File: config.mk
export PLATFORM = sky130hd
export DESIGN_NAME = uart_os_rx
export DESIGN_NICKNAME = d
export VERILOG_FILES = /design/src/rtl/uart_os_rx_pkg.sv /design/src/rtl/rx_sync.sv /design/src/rtl/rx_core.sv /design/src/rtl/rx_fifo.sv /design/src/rtl/uart_os_rx.sv
export SDC_FILE = /design/constraint.sdc
export NUM_CORES = 1
export LEC_CHECK = 0
export BUFFER_PORTS_ARGS = -buffer_cell sky130_fd_sc_hd__buf_2
export CORE_MARGIN = 5
export CORE_UTILIZATION = 59
export DETAILED_ROUTE_END_ITERATION = 10
export PLACE_DENSITY = 0.78
export REMOVE_ABC_BUFFERS = 1
export SLEW_MARGIN = 20
export SYNTH_ARGS = -nofsm -noshare
export SYNTH_HDL_FRONTEND = slang
export SYNTH_SLANG_ARGS = --single-unit
File: constraint.sdc
create_clock -name clk -period 2.9 [get_ports clk]
set_input_delay 0.145 -clock clk [delete_from_list [all_inputs] [get_ports clk]]
set_output_delay 0.145 -clock clk [all_outputs]
set_load 0.02 [all_outputs]
File: src/rtl/uart_os_rx_pkg.sv
// Shared types for the oversampled receiver.
package uart_os_rx_pkg;
    typedef enum logic [1:0] {
        ST_IDLE  = 2'd0,
        ST_START = 2'd1,
        ST_DATA  = 2'd2,
        ST_STOP  = 2'd3
    } rx_state_t;
endpackage

File: src/rtl/rx_sync.sv
// Multi-stage synchronizer for the asynchronous serial input.
// Assumes an idle-high line, so every stage resets to 1.
module rx_sync #(
    parameter int STAGES = 2
) (
    input  logic clk,
    input  logic rst_n,
    input  logic din,
    output logic dout
);
    logic [STAGES-1:0] chain;

    // Shift the raw input through the flop chain.
    always_ff @(posedge clk) begin
        if (!rst_n) chain <= '1;
        else        chain <= {chain[STAGES-2:0], din};
    end

    assign dout = chain[STAGES-1];
endmodule

File: src/rtl/rx_core.sv
// Frame recovery: detects the start edge, votes on three mid-bit samples
// of each bit and emits one push pulse per completed frame.
// Assumes tick is a single-cycle strobe and that dbl changes only while idle.
module rx_core
    import uart_os_rx_pkg::*;
#(
    parameter int DATA_W  = 8,
    parameter int OS_NORM = 16,
    parameter int OS_DBL  = 8
) (
    input  logic              clk,
    input  logic              rst_n,
    input  logic              en,
    input  logic              dbl,
    input  logic              tick,
    input  logic              rxd_s,
    output logic              push,
    output logic [DATA_W-1:0] pdata,
    output logic              pferr
);
    localparam int CW = $clog2(OS_NORM + 1);
    localparam int BW = (DATA_W > 1) ? $clog2(DATA_W) : 1;

    rx_state_t         state;
    logic [CW-1:0]     cnt;
    logic [CW-1:0]     idx;
    logic [CW-1:0]     nsmp;
    logic [CW-1:0]     vpos;
    logic [BW-1:0]     bitn;
    logic [DATA_W-1:0] shreg;
    logic              prev_s;
    logic              v1, v2;
    logic              voted;

    // Select the samples per bit and the first vote position for the mode.
    always_comb begin
        nsmp  = dbl ? CW'(OS_DBL) : CW'(OS_NORM);
        vpos  = nsmp >> 1;
        idx   = (cnt == nsmp) ? CW'(1) : cnt + CW'(1);
        voted = (v1 & v2) | (v1 & rxd_s) | (v2 & rxd_s);
    end

    // Sequencer: edge hunt, sample counting, voting and frame completion.
    always_ff @(posedge clk) begin
        if (!rst_n || !en) begin
            state  <= ST_IDLE;
            cnt    <= '0;
            bitn   <= '0;
            shreg  <= '0;
            prev_s <= 1'b0;
            v1     <= 1'b1;
            v2     <= 1'b1;
            push   <= 1'b0;
            pdata  <= '0;
            pferr  <= 1'b0;
        end else begin
            push <= 1'b0;
            if (tick) begin
                prev_s <= rxd_s;
                if (state == ST_IDLE) begin
                    if (prev_s && !rxd_s) begin
                        state <= ST_START;
                        cnt   <= CW'(1);
                    end
                end else begin
                    cnt <= idx;
                    if (idx == vpos)          v1 <= rxd_s;
                    if (idx == vpos + CW'(1)) v2 <= rxd_s;
                    if (idx == vpos + CW'(2)) begin
                        case (state)
                            ST_START: if (voted) state <= ST_IDLE;
                            ST_DATA:  shreg <= {voted, shreg[DATA_W-1:1]};
                            ST_STOP: begin
                                push  <= 1'b1;
                                pdata <= shreg;
                                pferr <= ~voted;
                                state <= ST_IDLE;
                            end
                            default: ;
                        endcase
                    end else if (idx == nsmp) begin
                        if (state == ST_START) begin
                            state <= ST_DATA;
                            bitn  <= '0;
                        end else if (state == ST_DATA) begin
                            if (bitn == BW'(DATA_W - 1)) state <= ST_STOP;
                            else                         bitn  <= bitn + BW'(1);
                        end
                    end
                end
            end
        end
    end

    // a low enable leaves the sequencer idle with no delivery.
    p_idle_when_off_r9: assert property (@(posedge clk) disable iff (!rst_n)
        !en |=> (state == ST_IDLE) && !push);

    // without a tick neither the state nor the sample count moves.
    p_no_tick_no_move_r2: assert property (@(posedge clk) disable iff (!rst_n)
        (en && !tick) |=> ($stable(state) && $stable(cnt)));

    // a delivery only ever follows the stop-bit phase.
    p_push_after_stop_r6: assert property (@(posedge clk) disable iff (!rst_n)
        push |-> ($past(state) == ST_STOP));
endmodule

File: src/rtl/rx_fifo.sv
// Small receive FIFO with first-word-fall-through output and a sticky
// overrun flag. Assumes DEPTH is a power of two.
module rx_fifo #(
    parameter int WIDTH = 9,
    parameter int DEPTH = 2
) (
    input  logic             clk,
    input  logic             rst_n,
    input  logic             flush,
    input  logic             push,
    input  logic [WIDTH-1:0] wdata,
    input  logic             rd_en,
    output logic [WIDTH-1:0] rdata,
    output logic             not_empty,
    output logic             overrun
);
    localparam int AW = (DEPTH > 1) ? $clog2(DEPTH) : 1;

    logic [WIDTH-1:0] mem [DEPTH];
    logic [AW:0]      wp, rp;
    logic [AW:0]      fill;
    logic             full, pop, accept;

    // Occupancy and handshake decode.
    always_comb begin
        fill      = wp - rp;
        full      = (fill == (AW+1)'(DEPTH));
        not_empty = (fill != '0);
        pop       = rd_en && not_empty;
        accept    = push && (!full || pop);
        rdata     = mem[rp[AW-1:0]];
    end

    // Storage writes.
    always_ff @(posedge clk) begin
        if (accept) mem[wp[AW-1:0]] <= wdata;
    end

    // Pointer and overrun flag updates.
    always_ff @(posedge clk) begin
        if (!rst_n || flush) begin
            wp      <= '0;
            rp      <= '0;
            overrun <= 1'b0;
        end else begin
            if (accept) wp <= wp + 1'b1;
            if (pop)    rp <= rp + 1'b1;
            if (push && !accept) overrun <= 1'b1;
            else if (pop)        overrun <= 1'b0;
        end
    end

    // unread data stays flagged until it is read or flushed.
    p_pending_holds_r7: assert property (@(posedge clk) disable iff (!rst_n)
        (not_empty && !rd_en && !flush) |=> not_empty);

    // overrun stays set until a read or a flush.
    p_ovr_sticky_r8: assert property (@(posedge clk) disable iff (!rst_n)
        (overrun && !rd_en && !flush) |=> overrun);

    // a flush leaves the buffer empty and the flag clear.
    p_flush_empty_r9: assert property (@(posedge clk) disable iff (!rst_n)
        flush |=> (!not_empty && !overrun));
endmodule

File: src/rtl/uart_os_rx.sv
// Top level: synchronizer, frame recovery and receive FIFO.
// Assumes os_tick comes from an external baud generator at 16x or 8x.
module uart_os_rx #(
    parameter int DATA_W     = 8,
    parameter int OS_NORM    = 16,
    parameter int OS_DBL     = 8,
    parameter int FIFO_DEPTH = 2,
    parameter int SYNC_STG   = 2
) (
    input  logic              clk,
    input  logic              rst_n,
    input  logic              rx_en,
    input  logic              dbl_speed,
    input  logic              os_tick,
    input  logic              rxd,
    input  logic              rd_en,
    output logic [DATA_W-1:0] rd_data,
    output logic              rd_ferr,
    output logic              rx_cmplt,
    output logic              overrun
);
    logic              rxd_s;
    logic              push;
    logic [DATA_W-1:0] pdata;
    logic              pferr;
    logic [DATA_W:0]   head;

    rx_sync #(.STAGES(SYNC_STG)) u_sync (
        .clk  (clk),
        .rst_n(rst_n),
        .din  (rxd),
        .dout (rxd_s)
    );

    rx_core #(.DATA_W(DATA_W), .OS_NORM(OS_NORM), .OS_DBL(OS_DBL)) u_core (
        .clk  (clk),
        .rst_n(rst_n),
        .en   (rx_en),
        .dbl  (dbl_speed),
        .tick (os_tick),
        .rxd_s(rxd_s),
        .push (push),
        .pdata(pdata),
        .pferr(pferr)
    );

    rx_fifo #(.WIDTH(DATA_W + 1), .DEPTH(FIFO_DEPTH)) u_fifo (
        .clk      (clk),
        .rst_n    (rst_n),
        .flush    (!rx_en),
        .push     (push),
        .wdata    ({pferr, pdata}),
        .rd_en    (rd_en),
        .rdata    (head),
        .not_empty(rx_cmplt),
        .overrun  (overrun)
    );

    assign rd_ferr = head[DATA_W];
    assign rd_data = head[DATA_W-1:0];
endmodule

==> flow_summary.json, run 1 <==
{
  "cpLargestDelayFamily": "compound AO/OA/AOI/OAI gates",
  "cts_sinks": 57,
  "place_congestion": 0.872,
  "ant_nets": 0,
  "coreArea_um2": 4090,
  "setup_violations": 0,
  "htreeDepth": 3,
  "slew_viol_final": 0,
  "clock_latency_ns": 0.32,
  "vdd_drop_max_uv": 321,
  "grt_start_max_net_pins": 34,
  "cts_setup_buffers": 0,
  "drc": 0,
  "critPathSlowestCell": "dfxtp_1",
  "ys_types": 43,
  "yosys.cell_count.top_type": "dfxtp_1",
  "track_usage": 0.179,
  "start_util": 0.622,
  "drt_iter0_markers": 105,
  "rrSetupSlack_ns": 0.25,
  "first_global_vias": 1738,
  "antenna_found_initial": 0,
  "async_flop_share": 0,
  "route.detailed.wl_per_inst_um": 14.1,
  "maxSlewHeadroom": 0.470,
  "dr.pass1.iters": 4,
  "drive_gt1_frac": 0.200,
  "slowest_delay_ns": 0.37,
  "cts_resized": 0,
  "cts_root_buf": "clkbuf_8",
  "yosysTopAreaCell": "dfxtp_1",
  "setup.worst_path.end_class": "flop",
  "cts_tree": "done",
  "powerDensity_nw_per_um2": 520,
  "avgSynthCellArea_um2": 11.2,
  "min_path_cells": 2,
  "rsz0062_at_grt": "false",
  "path_cells": "inv_1 > ha_1 > or3b_1 > a21oi_1 > nor2_1 > a211o_1 > a311oi_1 > a21boi_2 > mux2i_1",
  "worstPathMaxFanout": 7,
  "critPathRequiredTime_ns": 3.15,
  "ioPinCount": 18,
  "ys_seq_elements": 57,
  "die_x_um": 75.7,
  "crit_type": "flop to flop",
  "max_clock_freq_mhz": 377,
  "synthCells": 228,
  "fill_cells": 333,
  "synth_edf_count": 18,
  "reg2regPathDepth": 9,
  "worst_slew_pin_slew_ns": 0.792,
  "wl_mm": 4.29,
  "worstPathArrival_ns": 2.91,
  "yosys-top-cells-area": "dfxtp_1 (31%), edfxtp_1 (21%), mux2i_1 (8.7%)",
  "final_area_um2": 2830,
  "crit_buf_inv": 1,
  "timing.rr.end": "u_core.state[0]$_SDFFE_PP0P_",
  "r2r_start": "u_core.cnt[0]$_SDFFE_PP0P_",
  "fin_tns_setup_ns": 0,
  "dp_hpwl_mm": 2.99,
  "period_needed_ns": 2.65,
  "std_cell_rows": 23,
  "hold_path_end": "u_sync.chain[0]$_SDFF_PN1_",
  "fin_crit_sh": 0.915,
  "total_leakage_power_nw": 1.01,
  "cap_violations": 0,
  "hp-start": "rst_n",
  "num_vias": 1687,
  "yosysWarnings": 0,
  "grt_first_pass_wirelength_mm": 7.60,
  "synth_flop_cell": "dfxtp_1",
  "num-nets-final": 268,
  "areaGrowthSynthToFinish_pct": 11.1,
  "hold_path.class": "input pin to flop",
  "clkTransAtPathRegs_ns": 0.06,
  "syn-cell-area_um2": 2540,
  "dieArea_um2": 5720,
  "clockBufferDepth": 2,
  "synth-seq-area-share": 0.519,
  "io_buffers": 17,
  "dpl-instance-area_um2": 2640,
  "diodes": 0,
  "status": "finished clean",
  "hold_viol": 0,
  "vias_per_cell": 5.53,
  "numCtsBuffers": 9,
  "finClkSkew_ns": 0.00532,
  "cts_hold_buf": 1,
  "cp-start-kind": "flop",
  "die_height_um": 75.7,
  "overflow": 0,
  "yosys-top-cells-count": "dfxtp_1 (39), nor2_1 (33), mux2i_1 (22)",
  "netlist.area_leader.share": 0.307
}
flip-flops by register name, summed over array words and instances, names as in the netlist, named ones only:
name / cells
u_core.push: 1
u_fifo.mem: 18
u_core.v1: 1
u_fifo.wp: 2
u_sync.chain: 2
u_core.bitn: 3
u_core.prev_s: 1
u_core.shreg: 8
u_fifo.overrun: 1
u_core.state: 2
u_fifo.rp: 2
u_core.pferr: 1
u_core.cnt: 5
u_core.v2: 1
u_core.pdata: 8
routing by layer:
metal | share of wire | track usage | vias up
met5 | 0 | 0 | -
met4 | 0.0098 | 0.0777 | 0
met3 | 0.044 | 0.0646 | 7
met2 | 0.50 | 0.313 | 33
met1 | 0.45 | 0.196 | 793
li1 | - | - | 854
logic make-up (layout without fill, tap and decap cells):
family                     Yosys count  in the layout  synth area share
AOI/OAI and AO/OA                   29             29            0.0866
xor gates and xnor gates             9              9            0.0310
muxes                               31             31             0.126
and+or+nand+nor                     73             73             0.143
buffers and inverters               17             44            0.0359
adders and majority gates           12             12            0.0580
DFF                                 57             57             0.519
worst max-delay path by stage:
| stage | from | endpoint | depth (start not counted) |
|---|---|---|---|
| after floorplan | u_core.cnt[0]$_SDFFE_PP0P_ | u_core.shreg[0]$_SDFFE_PP0P_ | 8 |
| after global placement | u_core.cnt[0]$_SDFFE_PP0P_ | u_core.shreg[2]$_SDFFE_PP0P_ | 9 |
| after detailed placement | u_core.cnt[0]$_SDFFE_PP0P_ | u_core.shreg[1]$_SDFFE_PP0P_ | 9 |
| after CTS | u_core.cnt[0]$_SDFFE_PP0P_ | u_core.shreg[1]$_SDFFE_PP0P_ | 9 |
| after global routing | u_core.cnt[1]$_SDFFE_PP0P_ | u_core.shreg[2]$_SDFFE_PP0P_ | 9 |
| final | u_core.cnt[0]$_SDFFE_PP0P_ | u_core.state[0]$_SDFFE_PP0P_ | 9 |
through the flow:
step	worst slack [ns]	cells	total power, mW	hold WS, ns	utilization
2_1_floorplan	0.407	220	0.849	0.218	-
3_3_place_gp	0.347	288	0.859	0.333	0.646
3_5_place_dp	0.302	288	0.860	0.336	0.646
4_1_cts	0.277	305	1.48	0.0108	0.691
5_1_grt	0.0139	305	1.54	0.0165	0.692
6_report	0.248	305	1.47	0.0377	0.692
final cells by class:
cell class              count  area (um^2)  share of cell area
inverters                   9         33.8              0.0120
flip-flops and latches     57         1320               0.467
clock inverters             5         31.3              0.0111
multi-input cells         154         1130               0.401
clock buffers              11          141              0.0500
well taps                  50         62.6              0.0221
repair buffers             19          103              0.0363
cell usage in the layout (no fill, tap or decap), types with 2 or more instances in the layout:
| cell | n |
|---|---|
| a21oi_1 | 8 |
| nand3_1 | 4 |
| nor2_1 | 33 |
| a211oi_2 | 2 |
| clkinv_2 | 3 |
| or3_1 | 2 |
| nand2b_1 | 4 |
| mux2_2 | 9 |
| xnor2_1 | 4 |
| edfxtp_1 | 18 |
| and3_1 | 2 |
| o21ai_0 | 4 |
| or3b_1 | 3 |
| buf_2 | 17 |
| ha_1 | 11 |
| and2_1 | 2 |
| nand4_1 | 3 |
| clkbuf_8 | 10 |
| mux2i_1 | 22 |
| inv_1 | 9 |
| dfxtp_1 | 39 |
| xor2_1 | 5 |
| a22oi_1 | 4 |
| a211o_1 | 2 |
| nand2_1 | 12 |
power breakdown:
part | internal (mW) | leakage, nW | switching, mW
Combinational | 0.00775 | 0.432 | 0.0152
Sequential | 0.820 | 0.486 | 0.00129
Clock | 0.329 | 0.0891 | 0.297
Total | 1.16 | 1.01 | 0.313
worst reg2reg max path, stage by stage (launching register included):
cell and delay [ns]:
dfxtp_1 0.37, inv_1 0.10, ha_1 0.18, or3b_1 0.35
a21oi_1 0.28, nor2_1 0.17, a211o_1 0.30, a311oi_1 0.36
a21boi_2 0.28, mux2i_1 0.19
No activity file was read; power rests on OpenSTA's default activity.
==> inputs of run 2 (changes only) <==
--- a/config.mk
+++ b/config.mk
@@ -5,13 +5,14 @@
 export SDC_FILE = /design/constraint.sdc
 export NUM_CORES = 1
 export LEC_CHECK = 0
+export ABC_AREA = 1
 export BUFFER_PORTS_ARGS = -buffer_cell sky130_fd_sc_hd__buf_2
 export CORE_MARGIN = 5
 export CORE_UTILIZATION = 59
 export DETAILED_ROUTE_END_ITERATION = 10
 export PLACE_DENSITY = 0.78
 export REMOVE_ABC_BUFFERS = 1
-export SLEW_MARGIN = 20
+export SLEW_MARGIN = 25
 export SYNTH_ARGS = -nofsm -noshare
 export SYNTH_HDL_FRONTEND = slang
 export SYNTH_SLANG_ARGS = --single-unit
==> flow_summary.json, run 2 <==
{
  "status": "finished clean",
  "mostFrequentLayoutCells": "nor2_1 (42), dfxtp_1 (39), nand2_1 (35)",
  "diodes": 0,
  "grt_start_max_net_pins": 24,
  "io_buffers": 17,
  "clkTransAtPathRegs_ns": 0.06,
  "cts_sinks": 57,
  "yosysTopAreaCell": "dfxtp_1",
  "cts_hold_buf": 3,
  "total_leakage_power_nw": 1.32,
  "power_mw": 1.51,
  "crit_type": "flop to flop",
  "die_height_um": 76.6,
  "yosysWarnings": 0,
  "slowest_delay_ns": 0.42,
  "dp_hpwl_mm": 3.24,
  "ys_seq_elements": 57,
  "cts_root_buf": "clkbuf_8",
  "slew_viol_final": 0,
  "num-nets-final": 327,
  "cap_violations": 0,
  "cpLargestDelayFamily": "simple AND/OR/NAND/NOR gates",
  "cts_tree": "done",
  "synth_edf_count": 18,
  "reg2regPathDepth": 12,
  "drive_gt1_frac": 0.185,
  "fin_tns_setup_ns": 0,
  "rsz0062_at_grt": "false",
  "syn-cell-area_um2": 2620,
  "hold_path.class": "input pin to flop",
  "async_flop_share": 0,
  "coreArea_um2": 4320,
  "largest_reg_flops": 18,
  "synth_flop_cell": "dfxtp_1",
  "period_needed_ns": 2.24,
  "dieArea_um2": 5870,
  "finClkSkew_ns": 0.00343,
  "vias_per_cell": 5.21,
  "grt_first_pass_wirelength_mm": 7.91,
  "min_path_cells": 2,
  "ant_nets": 0,
  "areaGrowthSynthToFinish_pct": 11.6,
  "num_vias": 1907,
  "yosys-top-cells-count": "nor2_1 (42), dfxtp_1 (39), nand2_1 (35)",
  "wl_mm": 4.46,
  "htreeDepth": 3,
  "powerDensity_nw_per_um2": 517,
  "hold_viol": 0,
  "fin_crit_sh": 0.772,
  "max_clock_freq_mhz": 447,
  "cts_resized": 0,
  "avgSynthCellArea_um2": 9.19,
  "worstPathMaxFanout": 13,
  "track_usage": 0.166,
  "vdd_drop_max_uv": 394,
  "clock_latency_ns": 0.32,
  "cts_setup_buffers": 0,
  "maxSlewHeadroom": 0.462,
  "critPathSlowestCell": "dfxtp_1",
  "netlist.area_leader.share": 0.298,
  "path_depth": 12,
  "start_util": 0.606,
  "worstPathArrival_ns": 2.45,
  "yosys-top-cells-area": "dfxtp_1 (30%), edfxtp_1 (21%), nor2_1 (6.0%)",
  "clockBufferDepth": 2,
  "setup.worst_path.end_class": "flop",
  "antenna_found_initial": 0,
  "crit_buf_inv": 3,
  "drc": 0,
  "setup_violations": 0,
  "overflow": 0,
  "cp-start-kind": "flop",
  "yosys.cell_count.top_type": "nor2_1",
  "worst_slew_pin_slew_ns": 0.804,
  "fin_util": 0.676,
  "critPathRequiredTime_ns": 3.11,
  "ys_types": 32,
  "synthCells": 285,
  "path_cells": "inv_1 > ha_1 > inv_1 > nor2_2 > nand3_4 > nand3_1 > nand2_2 > nand3_4 > nor3_4 > inv_2 > nor2_1 > nor2_1",
  "ioPinCount": 18,
  "numCtsBuffers": 9,
  "route.detailed.wl_per_inst_um": 12.2,
  "final_common_cell": "nor2_1",
  "die_x_um": 76.6,
  "first_global_vias": 1829,
  "std_cell_rows": 24,
  "place_congestion": 0.824,
  "dr.pass1.iters": 4,
  "drt_iter0_markers": 103,
  "synth-seq-area-share": 0.505
}
## run 2: changes by cell type after synthesis, sizes merged, moves of 4 or more
cell and change:
nand2 +29, inv +23, mux2i -22, o21ai +22, nor2 +13, nand3 +11, a21oi +7, nor4 +7
nand2b -4
## run 2: final timing paths
| kind | start | endpoint | slack [ns] |
|---|---|---|---|
| worst min register to register | u_sync.chain[0]$_SDFF_PN1_ | u_sync.chain[1]$_SDFF_PN1_ | 0.41 |
| worst max register to register | u_core.cnt[0]$_SDFFE_PP0P_ | u_core.pdata[5]$_SDFFE_PP0P_ | 0.66 |
| worst min-delay path | os_tick | u_core.prev_s$_SDFFE_PP0P_ | 0.07 |
| worst max-delay path | u_core.cnt[0]$_SDFFE_PP0P_ | u_core.pdata[5]$_SDFFE_PP0P_ | 0.66 |
## run 2: per-stage QoR
step / setup slack [ns] / hold WS (ns) / instances / area, um^2
2_1_floorplan: 0.982 / 0.214 / 278 / 2560
3_3_place_gp: 0.714 / 0.314 / 347 / 2720
3_5_place_dp: 0.680 / 0.321 / 347 / 2720
4_1_cts: 0.662 / 0.0440 / 366 / 2920
5_1_grt: 0.413 / 0.0763 / 366 / 2920
6_report: 0.662 / 0.0656 / 366 / 2920
## run 2: area by class of cell
class / instances / area, um^2
clock buffer: 11 / 131
clock inverter: 5 / 46.3
fill: 351 / 1400
inverter: 32 / 120
multi-input combinational: 189 / 1120
sequential: 57 / 1320
tap: 52 / 65.1
timing repair buffer: 20 / 115
## run 2: metal layers
layer,part of all wire,routed length (um),vias up,GRT usage
li1,-,-,1007,-
met1,0.44,1980,870,0.192
met2,0.50,2230,21,0.278
met3,0.034,151,9,0.0496
met4,0.022,97,0,0.0787
met5,0,0,-,0
## run 2: where the power goes
group / internal (mW) / total, mW / switching [mW] / leakage (nW)
registers: 0.820 / 0.821 / 0.000912 / 0.524
clock network: 0.387 / 0.663 / 0.276 / 0.0898
logic: 0.0103 / 0.0284 / 0.0180 / 0.710
total: 1.22 / 1.51 / 0.295 / 1.32
## run 2: worst reg2reg max path: cells and delay by family, from the launching register on
| family | cells | cell delay (ns) |
|---|---|---|
| and+or+nand+nor | 8 | 1.15 |
| DFF | 1 | 0.42 |
| buffers and inverters | 3 | 0.35 |
| adders and majority gates | 1 | 0.21 |
## run 2: logic make-up (layout without fill, tap and decap cells)
group	Yosys count	count (layout)	share of synthesized area
AND/OR/NAND/NOR	119	119	0.230
adder cells (fa/ha/maj)	11	11	0.0526
multiplexers	9	9	0.0387
buffers and inverters	39	68	0.0664
flip-flops	57	57	0.505
AO/OA/AOI/OAI	47	47	0.0975
XOR/XNOR	3	3	0.0100
